File: src/rtl/harvard_acc_cpu.sv
module harvard_acc_cpu #(
  parameter int DW = 8,
  localparam int IW = DW + 2,
  localparam int AW = IW - 5,
  localparam int DEPTH = 1 << AW
) (
  input  logic          clk,
  input  logic          rst,
  output logic [AW-1:0] imem_addr,
  input  logic [IW-1:0] imem_data,
  input  logic [DW-1:0] sw_in,
  output logic [DW-1:0] out_port,
  output logic          out_valid
);

  localparam logic [4:0] OP_LOADM = 5'b00000, OP_STORM = 5'b00001, OP_JMP = 5'b00010,
                         OP_JMQ = 5'b00011, OP_JC = 5'b00100, OP_JOF = 5'b00101,
                         OP_ADD = 5'b00110, OP_AND = 5'b00111, OP_OUT = 5'b01000,
                         OP_IN = 5'b01001;
  localparam logic [5:0] OP_INC = 6'b110010, OP_DEC = 6'b110100, OP_LSH = 6'b110110,
                         OP_RSH = 6'b111000, OP_INV = 6'b111010, OP_SWAP = 6'b111100,
                         OP_LDMQ = 6'b111110;
  localparam logic [DW-1:0] POS_MAX = {1'b0, {(DW-1){1'b1}}};
  localparam logic [DW-1:0] NEG_MIN = {1'b1, {(DW-1){1'b0}}};

  typedef enum logic [1:0] {S_FETCH, S_DECODE, S_MEMRD, S_EXEC} state_t;

  state_t        st;
  logic [IW-1:0] ir;
  logic [AW-1:0] pc, mar;
  logic [DW-1:0] acc, mq, mbr;
  logic          fl_c, fl_v;
  logic [DW-1:0] dmem [DEPTH];

  wire [4:0]    op5 = ir[IW-1 -: 5];
  wire [5:0]    op6 = ir[IW-1 -: 6];
  wire [AW-1:0] fld = ir[AW-1:0];
  wire is_imm   = ir[IW-1 -: 2] == 2'b10;
  wire is_store = op5 == OP_STORM;
  wire is_mem   = op5 == OP_LOADM || is_store || op5 == OP_ADD || op5 == OP_AND || op6 == OP_LDMQ;
  wire is_jump  = op5 == OP_JMP || op5 == OP_JMQ || op5 == OP_JC || op5 == OP_JOF;
  wire [DW:0] sum = {1'b0, acc} + {1'b0, mbr};
  wire add_ovf  = (acc[DW-1] == mbr[DW-1]) && (sum[DW-1] != acc[DW-1]);

  logic jump_take;
  always_comb begin
    case (op5)
      OP_JMP:  jump_take = 1'b1;
      OP_JMQ:  jump_take = !mq[DW-1];
      OP_JC:   jump_take = fl_c;
      OP_JOF:  jump_take = fl_v;
      default: jump_take = 1'b0;
    endcase
  end

  assign imem_addr = pc;

  always_ff @(posedge clk) begin
    if (rst) begin
      st <= S_FETCH;
      pc <= '0;
      acc <= '0;
      mq <= '0;
      fl_c <= 1'b0;
      fl_v <= 1'b0;
      ir <= '0;
      mar <= '0;
      mbr <= '0;
      out_port <= '0;
      out_valid <= 1'b0;
    end else begin
      out_valid <= 1'b0;
      case (st)
        S_FETCH: begin
          ir <= imem_data;
          st <= S_DECODE;
        end
        S_DECODE: begin
          st <= S_FETCH;
          pc <= pc + AW'(1);
          if (is_imm) begin
            acc <= ir[DW-1:0];
          end else if (is_mem) begin
            mar <= (op6 == OP_LDMQ) ? mq[AW-1:0] : fld;
            pc <= pc;
            st <= S_MEMRD;
          end else if (is_jump) begin
            if (jump_take) pc <= fld;
          end else if (op5 == OP_OUT) begin
            out_port <= acc;
            out_valid <= 1'b1;
          end else if (op5 == OP_IN) begin
            acc <= sw_in;
          end else begin
            case (op6)
              OP_INC: begin
                acc <= acc + DW'(1);
                fl_v <= acc == POS_MAX;
              end
              OP_DEC: begin
                acc <= acc - DW'(1);
                fl_v <= acc == NEG_MIN;
              end
              OP_LSH:  {fl_c, acc} <= {acc, 1'b0};
              OP_RSH:  {acc, fl_c} <= {1'b0, acc};
              OP_INV:  acc <= ~acc;
              OP_SWAP: begin
                acc <= mq;
                mq <= acc;
              end
              default: ;
            endcase
          end
        end
        S_MEMRD: begin
          mbr <= dmem[mar];
          if (is_store) begin
            pc <= pc + AW'(1);
            st <= S_FETCH;
          end else begin
            st <= S_EXEC;
          end
        end
        S_EXEC: begin
          pc <= pc + AW'(1);
          st <= S_FETCH;
          if (op5 == OP_ADD) begin
            acc <= sum[DW-1:0];
            fl_c <= sum[DW];
            fl_v <= add_ovf;
          end else if (op5 == OP_AND) begin
            acc <= acc & mbr;
          end else begin
            acc <= mbr;
          end
        end
        default: st <= S_FETCH;
      endcase
    end
  end

  always_ff @(posedge clk) begin
    if (!rst && st == S_MEMRD && is_store) dmem[mar] <= acc;
  end

  p_reset_r1: assert property (@(posedge clk) disable iff (rst)
    $fell(rst) |-> (pc == '0 && acc == '0 && mq == '0 && !fl_c && !fl_v && st == S_FETCH && !out_valid));

  p_fetch_r2: assert property (@(posedge clk) disable iff (rst)
    st == S_FETCH |=> st == S_DECODE);

  p_store_len_r3: assert property (@(posedge clk) disable iff (rst)
    (st == S_MEMRD && is_store) |=> st == S_FETCH);

  p_load_len_r3: assert property (@(posedge clk) disable iff (rst)
    (st == S_MEMRD && !is_store) |=> st == S_EXEC);

  p_jump_target_r5: assert property (@(posedge clk) disable iff (rst)
    (st == S_DECODE && is_jump && jump_take) |=> pc == $past(fld));

  p_pc_step_r13: assert property (@(posedge clk) disable iff (rst)
    (st == S_DECODE && !is_mem && !(is_jump && jump_take)) |=> pc == $past(pc) + AW'(1));

  p_out_acc_r8: assert property (@(posedge clk) disable iff (rst)
    out_valid |-> out_port == acc);

endmodule

File: config.mk
export PLATFORM = sky130hd
export DESIGN_NAME = harvard_acc_cpu
export DESIGN_NICKNAME = d
export VERILOG_FILES = /design/src/rtl/harvard_acc_cpu.sv
export SDC_FILE = /design/constraint.sdc
export NUM_CORES = 1
export LEC_CHECK = 0
export ABC_CLOCK_PERIOD_IN_PS = 3140
export BUFFER_PORTS_ARGS = -buffer_cell sky130_fd_sc_hd__buf_2
export CAP_MARGIN = 10
export CORE_ASPECT_RATIO = 0.5
export CORE_MARGIN = 5
export CORE_UTILIZATION = 45
export CTS_BUF_LIST = sky130_fd_sc_hd__clkbuf_4 sky130_fd_sc_hd__clkbuf_8
export CTS_CLUSTER_DIAMETER = 50
export DETAILED_ROUTE_END_ITERATION = 7
export HOLD_SLACK_MARGIN = 0.06
export PLACE_DENSITY = 0.73
export SLEW_MARGIN = 20
export SYNTH_ARGS = -nofsm -noshare
export SYNTH_HDL_FRONTEND = slang
export SYNTH_SLANG_ARGS = --single-unit
File: constraint.sdc
create_clock -name clk -period 3.14 [get_ports clk]
set_clock_uncertainty 0.05 [all_clocks]
set_input_delay 0.471 -clock clk [delete_from_list [all_inputs] [get_ports clk]]
set_output_delay 0.471 -clock clk [all_outputs]
set_load 0.02 [all_outputs]
==> impl_metrics.py <==
metrics = {
    "sta": {
        "min_period_ps": 2740,
        "slew_headroom_pct": 34.4,
        "hold_violations": 0,
        "slew_viol_final": 0,
        "worst_pin_slew_ps": 982,
        "finalSetupViolCount": 0,
        "max_freq_mhz": 365,
        "min_period_over_period_pct": 87.2,
        "tns_ps": 0,
        "rsz0062_at_grt": "no",
    },
    "setup_path": {
        "r2r_start": "mar[0]",
        "rrSetupSlack_ps": 400,
        "slowest_delay_ps": 840,
        "crit_type": "register to register",
        "path_cells": "buf_12, mux4_2, a221oi_1, a21oi_1, o22ai_1, nor2_1",
        "cp_max_fo": 37,
        "end_kind": "register",
        "arrival_ps": 3170,
        "critPathRequiredTime_ps": 3570,
        "worstSetupStartpointType": "register",
        "rr_worst_depth": 6,
        "regToRegEndpoint": "mbr[4]",
        "slowest_stage": "dfxtp_4",
        "path_delay_family": "flip-flops",
        "critPathBufInv": 1,
    },
    "logic_synthesis": {
        "yosys.area_share.adder_pct": 1.04,
        "yosysTopAreaCellShare_pct": 55.0,
        "synth_area_leaders": "edfxtp_1, mux4_2, dfxtp_1, nor2_1, mux2i_1",
        "synthCells": 959,
        "yosysTopAreaCell": "edfxtp_1",
        "post_synth_instance_area_um2": 14000,
        "synth_edf_count": 256,
        "synthArstFlopShare_pct": 0,
        "ys_ff_latch": 313,
        "synth.distinct_cells": 83,
        "synth_seq_area_share_pct": 63.2,
        "synthMuxAreaShare_pct": 13.5,
        "synth_compound_area_share_pct": 9.39,
        "synth_fp_nets": 990,
        "synthMostInstantiatedCell": "edfxtp_1",
        "synthSimpleGateAreaFrac_pct": 9.39,
        "avgSynthCellArea_um2": 14.6,
        "ys.flop_type": "edfxtp_1",
        "synth_xor_area_share_pct": 0.439,
        "synth_warnings": 0,
        "synth_top_family_by_area": "multiplexers",
        "yosys-top-cells-count": "edfxtp_1, nor2_1, mux4_2, nand2_1, dfxtp_1",
    },
    "layout": {
        "num_antenna_cells": 0,
        "fin_nets": 1068,
        "fin_area_um2": 15700,
        "fillers": 2463,
        "postLayoutCoreUtil_pct": 51.6,
        "layout-drive-gt1-share_pct": 24.1,
        "syn2layout_area_growth_pct": 12.4,
    },
    "route": {
        "drt_iter0_markers": 1025,
        "drc": 0,
        "route.vias.total": 9052,
        "wirelength_um": 34400,
        "postRouteAntennaNets": 0,
        "viasPerCell": 6.06,
        "first_pass_iters": 6,
        "wl_per_cell_um": 23.0,
    },
    "run_status": {
        "status": "finished, final reports clean",
    },
    "grt": {
        "grt_overflow": 0,
        "first_global_vias": 8899,
        "grt_antenna_before_repair": 0,
        "grt_pass1_wl_um": 53300,
        "grt_max_degree": 50,
        "grt.total_usage_pct": 19.6,
    },
    "power_and_ir_drop": {
        "p_per_area_nw_per_um2": 571,
        "finalPower_mw": 8.97,
        "peakVddDrop_uv": 263,
        "leakagePower_nw": 5.35,
    },
    "cts": {
        "clockBufferDepth": 3,
        "cts_hold_buf": 0,
        "ctsResizeCount": 0,
        "ctsHtreeMaxLevel": 2,
        "postCtsSetupRepairBufs": 0,
        "cts.clk_slew.worst_paths_ps": 70,
        "cts.sink_count": 313,
        "clockRootBuffer": "clkbuf_8",
        "numCtsBuffers": 45,
        "cts_tree": "done",
        "insertion_delay_ps": 580,
    },
    "floorplanning": {
        "initial_utilization_pct": 45.9,
        "rows": 45,
        "chipWidth_um": 259,
        "die_h_um": 135,
        "ios": 34,
        "die_area_um2": 34900,
        "core_area_um2": 30500,
    },
    "place": {
        "placed_cell_area_um2": 14800,
        "io_buffers": 33,
        "globalplace.congestion": 0.939,
        "dpl.hpwl_um": 22300,
    },
    "worst_hold_path": {
        "min-delay-start": "imem_data[6]",
        "hp-class": "primary input to register",
        "min_path_cells": 3,
        "whs_endpoint": "ir[6]",
    },
    "run": {
        "maxCapViolCount": 0,
    },
}
==> final cells by class <==
type / instances / area, um^2 / area share [%]
tap: 423 / 529 / 3.37
sequential: 313 / 8830 / 56.3
timing repair buffer: 98 / 678 / 4.32
multi-input combinational: 569 / 4710 / 30.0
clock buffer: 57 / 716 / 4.56
inverter: 10 / 37.5 / 0.239
clock inverter: 24 / 196 / 1.25
==> placed cells by master, fill, tap and decap left out, types with 9 or more instances in the layout <==
cell        n
nor2_1     97
edfxtp_1  256
nor2b_1    13
nand3_1    16
mux4_2     60
buf_4      63
clkbuf_8   46
o21ai_0    23
buf_2      33
nand2b_1   15
mux2i_1    31
nor3_1     13
a21oi_1    39
dfxtp_1    55
nand2_1    60
a311oi_1    9
o22ai_1    11
inv_1      10
clkinv_1   14
ha_1       10
a22oi_1    11
clkbuf_4   11
==> kinds of logic after synthesis <==
group / Yosys count
adder cells (fa/ha/maj): 11
AND/OR/NAND/NOR: 265
flip-flops: 313
AO/OA/AOI/OAI: 182
XOR/XNOR: 7
buffers and inverters: 77
multiplexers: 104
==> flip-flops by register name, summed over array words and instances (netlist names) <==
register / cells
acc: 8
mbr: 8
out_valid: 1
fl_c: 1
mq: 8
mar: 5
imem_addr: 5
out_port: 8
fl_v: 1
ir: 10
st: 2
dmem: 256
==> power by group <==
part	internal, mW	switching (mW)
logic	0.386	0.610
clock network	1.75	1.54
registers	4.57	0.106
==> tightest hold or removal path: cells and delay by family <==
family,cells,cell delay (ps)
AOI/OAI and AO/OA,1,50
buffers and inverters,1,90
and+or+nand+nor,1,40
==> how the worst max path moves through the flow <==
stage           start  endpoint  slack, ps  cells past startpoint
2_1_floorplan  acc[1]    acc[4]        470                      9
3_5_place_dp   mar[0]    mbr[0]        410                      5
4_1_cts        mar[0]    mbr[4]        430                      6
6_report       mar[0]    mbr[4]        400                      6
5_1_grt        mar[0]    mbr[0]        280                      5
3_3_place_gp   mar[0]    mbr[0]        460                      5
==> stage by stage <==
step / instances / worst slack (ps) / hold slack, ps
3_5_place_dp: 1413 / 413 / 427
6_report: 1494 / 401 / 84.9
2_1_floorplan: 959 / 471 / 407
5_1_grt: 1494 / 277 / 92.3
3_3_place_gp: 1413 / 462 / 417
4_1_cts: 1494 / 425 / 62.6
==> layer usage <==
| layer | vias up | routed length (um) | GRT usage (%) |
|---|---|---|---|
| met5 | - | 0 | 0 |
| met4 | 0 | 1090 | 6.86 |
| met3 | 95 | 3210 | 4.58 |
| met2 | 491 | 15700 | 30.5 |
| met1 | 4523 | 14400 | 27.3 |
| li1 | 3943 | - | - |
Note: power is estimated with default switching activity, not from simulation.
